--- config.mk ---
export PLATFORM = sky130hd
export DESIGN_NAME = sync_slave_rx
export DESIGN_NICKNAME = d
export VERILOG_FILES = /design/src/rtl/sync_slave_rx.sv
export SDC_FILE = /design/constraint.sdc
export NUM_CORES = 1
export LEC_CHECK = 0
export BUFFER_PORTS_ARGS = -buffer_cell sky130_fd_sc_hd__clkbuf_2
export CORE_MARGIN = 2
export CORE_UTILIZATION = 52
export DETAILED_ROUTE_END_ITERATION = 6
export HOLD_SLACK_MARGIN = 0.15
export PLACE_DENSITY = 0.74
export REMOVE_ABC_BUFFERS = 1
export SETUP_SLACK_MARGIN = 0.02
export SLEW_MARGIN = 10
export SYNTH_ARGS = -nofsm -noshare
export SYNTH_HDL_FRONTEND = slang
export SYNTH_SLANG_ARGS = --single-unit
--- constraint.sdc ---
create_clock -name clk -period 2.7 [get_ports clk]
set_clock_uncertainty 0.05 [all_clocks]
set_input_delay 0 -clock clk [delete_from_list [all_inputs] [get_ports clk]]
set_output_delay 0 -clock clk [all_outputs]
set_load 0.1 [all_outputs]
--- src/rtl/sync_slave_rx.sv ---
module sync_slave_rx #(
  parameter int DATA_W   = 8,
  parameter bit SCK_RISE = 1'b1
) (
  input  logic              clk,
  input  logic              rst_n,
  input  logic              port_en,
  input  logic              sync_mode,
  input  logic              clk_slave,
  input  logic              cont_en,
  input  logic              single_en,
  input  logic              nine_bit,
  input  logic              rx_ie,
  input  logic              low_power,
  input  logic              sck,
  input  logic              sdi,
  input  logic              rd_data,
  output logic [DATA_W-1:0] data_o,
  output logic              ninth_o,
  output logic              done_o,
  output logic              ovr_o,
  output logic              irq_o,
  output logic              wake_o
);
  localparam int CNT_W = $clog2(DATA_W + 1);
  localparam logic [CNT_W-1:0] LAST8 = CNT_W'(DATA_W - 1);
  localparam logic [CNT_W-1:0] LAST9 = CNT_W'(DATA_W);

  logic [2:0]        sck_q;
  logic [1:0]        sdi_q;
  logic [CNT_W-1:0]  cnt;
  logic [DATA_W-1:0] shf;
  logic              rx_req, rx_on, sck_edge, bit_in, busy, last;

  assign rx_req   = cont_en | (single_en & ~clk_slave);
  assign rx_on    = port_en & sync_mode & clk_slave & rx_req;
  assign sck_edge = SCK_RISE ? (sck_q[1] & ~sck_q[2]) : (~sck_q[1] & sck_q[2]);
  assign bit_in   = sdi_q[1];
  assign busy     = done_o & ~rd_data;
  assign last     = (cnt == (nine_bit ? LAST9 : LAST8));
  assign irq_o    = done_o & rx_ie;
  assign wake_o   = irq_o & low_power;

  always_ff @(posedge clk or negedge rst_n) begin
    if (!rst_n) begin
      sck_q   <= '0;
      sdi_q   <= '0;
      cnt     <= '0;
      shf     <= '0;
      data_o  <= '0;
      ninth_o <= 1'b0;
      done_o  <= 1'b0;
      ovr_o   <= 1'b0;
    end else begin
      sck_q <= {sck_q[1:0], sck};
      sdi_q <= {sdi_q[0], sdi};
      if (rd_data) done_o <= 1'b0;
      if (!cont_en) ovr_o <= 1'b0;
      if (!rx_on) begin
        cnt <= '0;
      end else if (sck_edge && !ovr_o) begin
        if (last) begin
          cnt <= '0;
          if (busy) begin
            ovr_o <= 1'b1;
          end else begin
            done_o <= 1'b1;
            if (nine_bit) begin
              data_o  <= shf;
              ninth_o <= bit_in;
            end else begin
              data_o  <= {bit_in, shf[DATA_W-1:1]};
              ninth_o <= 1'b0;
            end
          end
        end else begin
          cnt <= cnt + 1'b1;
          shf <= {bit_in, shf[DATA_W-1:1]};
        end
      end
    end
  end
endmodule


After elaboration in Yosys (flattened, before gate mapping)
Cells that the tools add are included.
{ "totals": {"out_inout_bits": 13, "reg_bits": 28} }
{ "classes": {"bitwise_logic": 14, "n_mux": 16, "n_addsub": 1, "n_reduce_logical": 4, "n_eq_ne": 2} }
{ "ops": {"columns": ["op", "count"], "rows": [
  ["4-bit two-way mux", 4],
  ["1-bit two-way mux", 11],
  ["1-bit bitwise AND", 8],
  ["8-bit two-way mux", 1],
  ["1-bit inverter", 5],
  ["4-bit by 1-bit adder with 4-bit output (second input constant)", 1],
  ["4-bit equality test", 1],
  ["4-bit AND reduction", 1],
  ["3-bit AND reduction", 1],
  ["2-bit by 1-bit inequality test with 1-bit output (second input constant)", 1],
  ["1-bit logical AND", 1],
  ["1-bit logical NOT", 1],
  ["1-bit bitwise OR", 1]
]} }

Logic depth before layout (Yosys ltp)
Gate-level depths: netlist of the first run.
{ "logic_depth": {"depth_word": 6, "depth_mapped": 5, "mapped_depth_nobuf": 4} }

Least setup slack after synthesis of the first run
No wires, ideal clock.
{ "synth_path": {"kind": "reg2reg", "startpoint": "reg ovr_o", "endpoint": "reg data_o[0]", "setup_slack_ns": 0.194, "t_required_ns": 2.525, "path_buffers": 1, "arrival_time_ns": 2.330, "stages_incl_launch_ff": 5, "setup_ns": 0.125, "path_cell_list": "dfrtp_1 > or3b_2 > clkbuf_1 > a2111oi_4 > mux2_2"} }
{ "synth_via": {"elab_chain_cells": 3} }
{ "synth_lines": {"columns": ["item", "line", "rtl"], "rows": [
  ["from (decl)", "21", "output logic ovr_o,"],
  ["from (signal assigned)", "53", "ovr_o <= 1'b0;"],
  ["from (signal assigned)", "58", "if (!cont_en) ovr_o <= 1'b0;"],
  ["from (signal assigned)", "65", "ovr_o <= 1'b1;"],
  ["1-bit logical NOT", "61", "end else if (sck_edge && !ovr_o) begin"],
  ["1-bit logical AND", "61", null],
  ["4-bit AND reduction (no line)", null, null],
  ["to (signal assigned)", "72", "data_o <= {bit_in, shf[DATA_W-1:1]};"],
  ["to (decl)", "18", "output logic [DATA_W-1:0] data_o,"]
]} }
No other way between the ends.
A chain may end at the register's enable or synchronous reset.

Worst setup path in the final report of the first run
{ "layout_path": {"startpoint": "in cont_en", "endpoint": "reg ovr_o"} }
{ "layout_via": {"elab_chain_cells": 5, "elab_cells_between_ends": 7, "cone_classes": "mux (5); bitwise (2)"} }
{ "layout_lines": {"columns": ["item", "line", "rtl"], "rows": [
  ["from (decl)", "10", "input logic cont_en,"],
  ["1-bit two-way mux", "58", null],
  ["1-bit two-way mux", "64", "if (busy) begin"],
  ["1-bit two-way mux", "62", "if (last) begin"],
  ["1-bit two-way mux", "61", null],
  ["1-bit two-way mux (*)", "59", "if (!rx_on) begin"]
]} }
Every way passes the cells marked *; elsewhere a longest branch is shown, timed or not.

==> results of run 1 <==
==> sequential cells by signal, summed over array words and instances, names as in the netlist <==
register and cells:
ovr_o 1, cnt 4, ninth_o 1, shf 8
data_o 8, sck_q 3, done_o 1, sdi_q 2
==> worst max-delay path by stage <==
| stage | cells past startpoint | startpoint | end | slack (ns) |
|---|---|---|---|---|
| floorplan | 3 | ovr_o$_DFF_PN0_ | data_o[0]$_DFFE_PN0P_ | 0.27 |
| global placement | 5 | cnt[0]$_DFFE_PN0P_ | data_o[5]$_DFFE_PN0P_ | 0.71 |
| detailed placement | 5 | cnt[0]$_DFFE_PN0P_ | data_o[5]$_DFFE_PN0P_ | 0.59 |
| CTS | 8 | cont_en | ovr_o$_DFF_PN0_ | 0.54 |
| global route | 8 | cont_en | ovr_o$_DFF_PN0_ | 0.30 |
| finish | 8 | cont_en | ovr_o$_DFF_PN0_ | 0.42 |
==> metrics by stage <==
step           utilization, %  hold WS (ns)  setup slack (ns)  instance area (um2)  total power, mW
2_1_floorplan               -        -0.346             0.271                 1220            0.463
3_3_place_gp             62.0        0.0158             0.711                 1390            0.485
3_5_place_dp             62.0        0.0171             0.592                 1390            0.487
4_1_cts                  68.0         0.194             0.544                 1520            0.659
5_1_grt                  68.0         0.247             0.299                 1520            0.684
6_report                 68.0         0.187             0.418                 1520            0.657
==> routing by layer <==
layer  wire [um]  track usage (%)  vias to the layer above
li1            -                -                      402
met1         958             22.9                      412
met2        1220             35.6                       18
met3          68             2.57                        7
met4          63             10.7                        0
met5           0                0                        -
==> critical path: stages <==
cell and delay [ns]:
dlygate4sd3_1 0.57, clkbuf_2 0.13, nand4_1 0.18, dlygate4sd3_1 0.62, nor2_1 0.15, nand2b_1 0.08
o21ai_0 0.18, dlygate4sd3_1 0.58
==> timing repair <==
action / 4_1_cts / 5_1_grt
hold buffers: 11 / 0
hold endpoints to repair: 37 / 0
setup buffers: 0 / 0
==> Yosys cell counts, drive strengths merged, types with 2 or more instances <==
library cell and number:
a21oi 3, and3 2, clkbuf 2, dfrtp 28
inv 2, mux2 24, nand2 10, nand4b 2
nor2 3, o21ai 2
==> logic make-up (layout without fill, tap and decap cells) <==
logic type      Yosys count  in the layout
flops                    28             28
compound gates            8              8
buf+inv                   4             41
mux                      25             25
simple gates             25             25
fa+ha+maj                 1              1
==> final cells by class <==
class,instances,area share (%)
inverters,2,0.495
well taps,28,2.31
flip-flops and latches,28,46.2
clock buffers,3,1.48
multi-input cells,59,33.9
repair buffers,36,15.7
==> where the power goes <==
group	total (mW)	internal [mW]	switching [mW]
clock network	0.167	0.0524	0.115
registers	0.436	0.429	0.00713
logic	0.0536	0.0289	0.0247
total	0.657	0.510	0.146
==> impl_metrics.toml, run 1 <==
[cts]
clock_path_buffers = 2
clk_pin_slew_ns = 0.14
clock_sinks = 28
cts_tree = "yes"
numCtsBuffers = 3
cts_resized = 0
clockRootBuffer = "clkbuf_4"
clock_latency_ns = 0.32
cts_htree_levels = 1

[setup_path]
critPathKind = "in2reg"
r2r-start = "cnt[0]$_DFFE_PN0P_"
arrival_ns = 2.50
reg2reg_to = "data_o[5]$_DFFE_PN0P_"
worstRegToRegCells = 5
worstPathMaxFanout = 3
worstPathRequired_ns = 2.91
crit_path_end_kind = "flip-flop"
rrSetupSlack_ns = 0.57
cp-start-kind = "input port"

[yosys]
ys_seq_area_share_pct = 57.0
syn-cell-area_mm2 = 0.00123
async_flop_share_pct = 100
synthXorXnorAreaFrac_pct = 0
syn_avg_cell_area_um2 = 13.5
yosysUniqueCellTypes = 23
synth_compound_area_share_pct = 5.80
syn_inst = 91
yosysTopAreaCellShare_pct = 57.0
synth.area.mux_share_pct = 22.8
synth-simple-area-share_pct = 12.2
synth_top_cell_by_area = "dfrtp_1"
synth_adder_area_share_pct = 1.02
synth_seq_cells = 28
ys.flop_type = "dfrtp_1"
netlist_top_cells_area = "dfrtp_1 57%, mux2_2 22%, nand2_1 3.1%"
ys.warnings.count = 0
synth_top_family_by_area = "multiplexers"
synth_edf_count = 0

[timing]
final-setup-viol-count = 0
drv_slew = 0
final_hold_viol_count = 0
slew_headroom_pct = 55.2
worst_pin_slew_ns = 0.672
min_period_ns = 2.28
tns_ns = 0
max_freq_mhz = 438
rsz0062_at_grt = "no"
post-route-period-util_pct = 84.5

[layout]
nFillCells = 182
area_growth_pct = 23.4
layout_commonest_cell = "dfrtp_1"
area.sequential_um2 = 701
finalNetCount = 144
multi_input_area_um2 = 514
drive_gt1_share_pct = 43.8
layout_common_cells = "28 x dfrtp_1, 24 x mux2_2, 24 x clkbuf_2, 11 x dlygate4sd3_1, 10 x nand2_1"
final_cells = 156
n_antenna_cell = 0

[floorplan]
start_util_pct = 55.1
fp.dieH_um = 52.6
placementRows = 17
die_w_um = 52.6
pin_count = 26
dieArea_mm2 = 0.00277
core_area_mm2 = 0.00223

[power]
ir_drop_uv = 375
leakage_nw = 0.759
power_density_mw_per_mm2 = 433

[place]
globalplace.congestion = 0.737
portBuffers = 24
dpl.hpwl_um = 1500
dp_cells = 142

[route]
drc_errors = 0
via_count = 839
drt_wl_total_um = 2310
vias_per_cell = 5.38
drtAntennaViolNets = 0
drt_iter0_markers = 3
drtPass1Iterations = 4
wl_per_cell_um = 14.8

[outcome]
outcome = "finished clean"

[global_route]
grt_max_degree = 29
first_global_vias = 877
gr-total-overflow = 0
grt_use_total_pct = 19.9
grt_pass1_wl_um = 3900
antenna_found_initial = 0

[min_path]
hold_path_class = "in2async"

[run]
maxCapViolations = 0
Note: power is estimated with default switching activity, not from simulation.
==> run 2, diff against run 1 <==
clock period = 2.3 ns   (was 2.7 ns; I/O delays follow)
==> run 2 against run 1 <==
Register-to-register slack got worse by 0.35 ns. Non-clock buffer count increased by 1. Die area unchanged. Sequential share of layout area decreased by 0.23 points. Setup slack got worse by 0.32 ns. Critical endpoint unchanged.
==> impl_metrics.toml, run 2 (same netlist as run 1, synthesis figures left out) <==
[outcome]
outcome = "finished clean"

[setup_path]
rrSetupSlack_ns = 0.22
cpPeakStageDelay_ns = 0.61
cp_slowest_cell = "dlygate4sd3_1"
cp_common_cell = "dlygate4sd3_1"
worstRegToRegCells = 5
arrival_ns = 2.42
worstPathCellList = "dlygate4sd3_1, clkbuf_2, nand4_1, dlygate4sd3_1, nor2_1, nand2b_1, o21ai_0, dlygate4sd3_1"
reg2reg_to = "data_o[5]$_DFFE_PN0P_"
critPathKind = "in2reg"
worstPathMaxFanout = 3
r2r-start = "cnt[0]$_DFFE_PN0P_"
worstPathRequired_ns = 2.52
crit_path_end_kind = "flip-flop"
cp-start-kind = "input port"

[place]
placed_area_mm2 = 0.00139
portBuffers = 24
dpl.hpwl_um = 1490
pre_cts_ws_ns = 0.233
globalplace.congestion = 0.734

[route]
via_count = 827
drt_iter0_markers = 14
drt_wl_total_um = 2290
vias_per_cell = 5.27
drtPass1Iterations = 4
wl_per_cell_um = 14.6
drtAntennaViolNets = 0
drc_errors = 0

[timing]
rsz0062_at_grt = "no"
slew_headroom_pct = 55.5
max_freq_mhz = 455
drv_slew = 0
final-setup-viol-count = 0
worst_pin_slew_ns = 0.668
min_period_ns = 2.20
final_hold_viol_count = 0
layout_setup_ws_ns = 0.101
post-route-period-util_pct = 95.6

[power]
power_density_mw_per_mm2 = 503
ir_drop_uv = 524
total_power_mw = 0.767
leakage_nw = 0.764

[layout]
n_antenna_cell = 0
finalNetCount = 145
area.sequential_um2 = 701
multi_input_area_um2 = 514
top_regs = "data_o x8, shf x8, cnt x4"
area_growth_pct = 24.0
layout_commonest_cell = "dfrtp_1"
drive_gt1_share_pct = 44.2
nFillCells = 185
layout_common_cells = "28 x dfrtp_1, 24 x mux2_2, 24 x clkbuf_2, 11 x dlygate4sd3_1, 10 x nand2_1"
stdcell_area_mm2 = 0.00153

[cts]
cts_htree_levels = 1
clockRootBuffer = "clkbuf_4"
cts_resized = 0
clock_path_buffers = 2
clk_pin_slew_ns = 0.13
cts_tree = "yes"
clock_latency_ns = 0.32
clock_sinks = 28
numCtsBuffers = 3

[global_route]
grt_max_degree = 29
antenna_found_initial = 0
grt_pass1_wl_um = 3820
grt_use_total_pct = 20.0
first_global_vias = 851
gr-total-overflow = 0

[floorplan]
core_area_mm2 = 0.00223
placementRows = 17
dieArea_mm2 = 0.00277
die_w_um = 52.6
pin_count = 26
start_util_pct = 55.1
fp.dieH_um = 52.6

[min_path]
hold_path_class = "in2async"

[run]
maxCapViolations = 0
-- run 2: changes by cell type in the layout (fill, tap and decap cells not counted) --
| cell | before | now |
|---|---|---|
| buf_4 | 1 | 2 |
-- run 2: power breakdown --
part           switching, mW  internal, mW
clock                  0.131        0.0614
sequential           0.00817         0.503
combinational         0.0292        0.0344
-- run 2: worst max path at each step --
stage | start | to | cells past startpoint
after floorplan | ovr_o$_DFF_PN0_ | data_o[0]$_DFFE_PN0P_ | 3
after global placement | cnt[0]$_DFFE_PN0P_ | data_o[5]$_DFFE_PN0P_ | 5
after detailed placement | cnt[0]$_DFFE_PN0P_ | data_o[5]$_DFFE_PN0P_ | 5
after CTS | cont_en | ovr_o$_DFF_PN0_ | 8
after global routing | cont_en | ovr_o$_DFF_PN0_ | 8
final | cont_en | ovr_o$_DFF_PN0_ | 8
-- run 2: timing repair --
| action | in CTS | in global routing |
|---|---|---|
| hold buffers | 11 | 0 |
| buffers inserted | 0 | 1 |
| hold endpoints to repair | 37 | 0 |
| setup endpoints to repair | 0 | 1 |
-- run 2: stage by stage --
stage               std cells  util, %  setup TNS [ns]  hold WS (ns)
detailed placement        142     62.0               0        0.0143
finish                    157     68.3               0         0.188
global route              157     68.3               0         0.252
floorplan                  89        -           -1.03        -0.346
global placement          142     62.0               0        0.0159
CTS                       156     68.0               0         0.195
-- run 2: final cells by class --
type	count	share of cell area (%)
Inverter	2	0.492
Tap cell	28	2.30
Timing Repair Buffer	37	16.1
Clock buffer	3	1.48
Sequential cell	28	45.9
Multi-Input combinational cell	59	33.7
-- run 2: critical path: cells and delay by family --
| family | cells | cell delay, ns |
|---|---|---|
| simple gates | 3 | 0.37 |
| compound gates | 1 | 0.16 |
| buf+inv | 4 | 1.88 |
-- run 2: per-layer routing --
metal,vias to the layer above,wire length [um],GRT usage [%]
met5,-,0,0
met4,0,115,14.1
met3,12,69,3.43
met2,17,1160,31.3
met1,398,948,25.0
li1,400,-,-
==> run 3, diff against run 2 <==
CORE_UTILIZATION = 55   (was 52)
PLACE_DENSITY = 0.92   (was 0.74)
clock period = 2.6 ns   (was 2.3 ns; I/O delays follow)
==> run 3 against run 2 <==
Setup slack improved by 0.20 ns. Non-clock buffer count rose by 1. Power rose by 3.6%. Critical endpoint is now data_o[1]$_DFFE_PN0P_. Largest power group unchanged. Critical path type unchanged. Via count rose by 5.1%. Worst hold slack got worse by 0.019 ns.
==> impl_metrics.toml, run 3 (same netlist as run 1, synthesis figures left out) <==
[floorplan]
core_area_mm2 = 0.00217
fp.dieH_um = 51.3
dieArea_mm2 = 0.00263
placementRows = 17
die_w_um = 51.3
pin_count = 26
start_util_pct = 56.7

[cts]
clockRootBuffer = "clkbuf_4"
cts_tree = "yes"
numCtsBuffers = 3
post_cts_buffers = 0
clock_latency_ns = 0.33
clk_pin_slew_ns = 0.16
clock_path_buffers = 2
clock_sinks = 28
cts_htree_levels = 1

[route]
vias_per_cell = 5.47
met2_length_um = 1180
dr_wl_met3_um = 111
wl_per_cell_um = 14.6
drtPass1Iterations = 4
drt_wl_total_um = 2320
top_layer_used = "met4"
via_count = 869
wirelength_met1_um = 1010
drtAntennaViolNets = 0
drt_iter0_markers = 8
drc_errors = 0

[layout]
layout_commonest_cell = "dfrtp_1"
area_growth_pct = 27.5
finalNetCount = 146
utilization_pct = 72.3
top_regs = "data_o x8, shf x8, cnt x4"
drive_gt1_share_pct = 43.5
final_cells = 159
n_antenna_cell = 0
nFillCells = 166
layout_common_cells = "28 x dfrtp_1, 24 x mux2_2, 24 x clkbuf_2, 13 x dlygate4sd3_1, 10 x nand2_1"

[power]
ir_drop_uv = 410
leakage_nw = 0.785
total_power_mw = 0.795
power_density_mw_per_mm2 = 507

[place]
dp_cells = 142
globalplace.congestion = 0.821
portBuffers = 24
dpl.hpwl_um = 1450

[setup_path]
critPathKind = "in2reg"
worstPathMaxFanout = 6
worstPathRequired_ns = 2.77
r2r-start = "cnt[0]$_DFFE_PN0P_"
worstRegToRegCells = 5
reg2reg_to = "data_o[1]$_DFFE_PN0P_"
rrSetupSlack_ns = 0.38
cp-start-kind = "input port"
arrival_ns = 2.47
crit_path_end_kind = "flip-flop"

[timing]
drv_slew = 0
final-setup-viol-count = 0
final_hold_viol_count = 0
post-route-period-util_pct = 88.4
min_period_ns = 2.30
max_freq_mhz = 435
slew_headroom_pct = 54.0
tns_ns = 0
worst_pin_slew_ns = 0.691
rsz0062_at_grt = "no"

[min_path]
hold_path_class = "in2async"

[outcome]
outcome = "finished clean"

[global_route]
gr-total-overflow = 0
grt_use_total_pct = 19.4
antenna_found_initial = 0
first_global_vias = 873
grt_pass1_wl_um = 3770
grt_max_degree = 29

[run]
maxCapViolations = 0
## run 3: layer usage
metal / up-vias / GRT usage (%)
met4: 0 / 5.26
met3: 2 / 3.51
met1: 432 / 24.4
met2: 26 / 34.4
li1: 409 / -
met5: - / 0
## run 3: area by class of cell
| cell class | instances | area [um2] | share of cell area (%) |
|---|---|---|---|
| repair buffers | 38 | 258 | 16.4 |
| flip-flops and latches | 28 | 701 | 44.7 |
| well taps | 28 | 35.0 | 2.23 |
| inverters | 2 | 7.51 | 0.479 |
| multi-input cells | 59 | 514 | 32.8 |
| clock buffers | 3 | 22.5 | 1.44 |
| clock inverters | 1 | 30.0 | 1.92 |
## run 3: how the worst max path moves through the flow
stage	start	endpoint	slack, ns	depth (start not counted)
finish	clk_slave	data_o[1]$_DFFE_PN0P_	0.30	7
global route	clk_slave	data_o[0]$_DFFE_PN0P_	0.22	7
CTS	cont_en	data_o[1]$_DFFE_PN0P_	0.32	7
detailed placement	cnt[0]$_DFFE_PN0P_	data_o[3]$_DFFE_PN0P_	0.40	5
global placement	cnt[0]$_DFFE_PN0P_	data_o[5]$_DFFE_PN0P_	0.46	5
floorplan	ovr_o$_DFF_PN0_	data_o[0]$_DFFE_PN0P_	0.17	3
## run 3: power by group
group | leakage, nW | switching [mW] | internal, mW
registers | 0.373 | 0.00779 | 0.445
logic | 0.384 | 0.0261 | 0.0310
clock network | 0.0279 | 0.128 | 0.156
total | 0.785 | 0.162 | 0.632
## run 3: through the flow
step / hold slack [ns] / cell area (um2) / setup WS [ns]
after floorplan: -0.346 / 1220 / 0.171
after global placement: 0.00986 / 1390 / 0.458
after detailed placement: 0.0257 / 1390 / 0.398
after CTS: 0.185 / 1570 / 0.320
after global routing: 0.237 / 1570 / 0.224
final: 0.170 / 1570 / 0.302
## run 3: what timing repair did
action	in CTS	in global routing
endpoints found under the setup margin	0	0
gates resized for setup	0	0
hold buffers	13	0
hold endpoints to repair	39	0
## run 3: critical path: stages
cell	delay, ns
dlygate4sd3_1	0.55
clkbuf_2	0.11
nand4_1	0.13
dlygate4sd3_1	0.63
a2111oi_4	0.46
buf_4	0.24
mux2_2	0.34
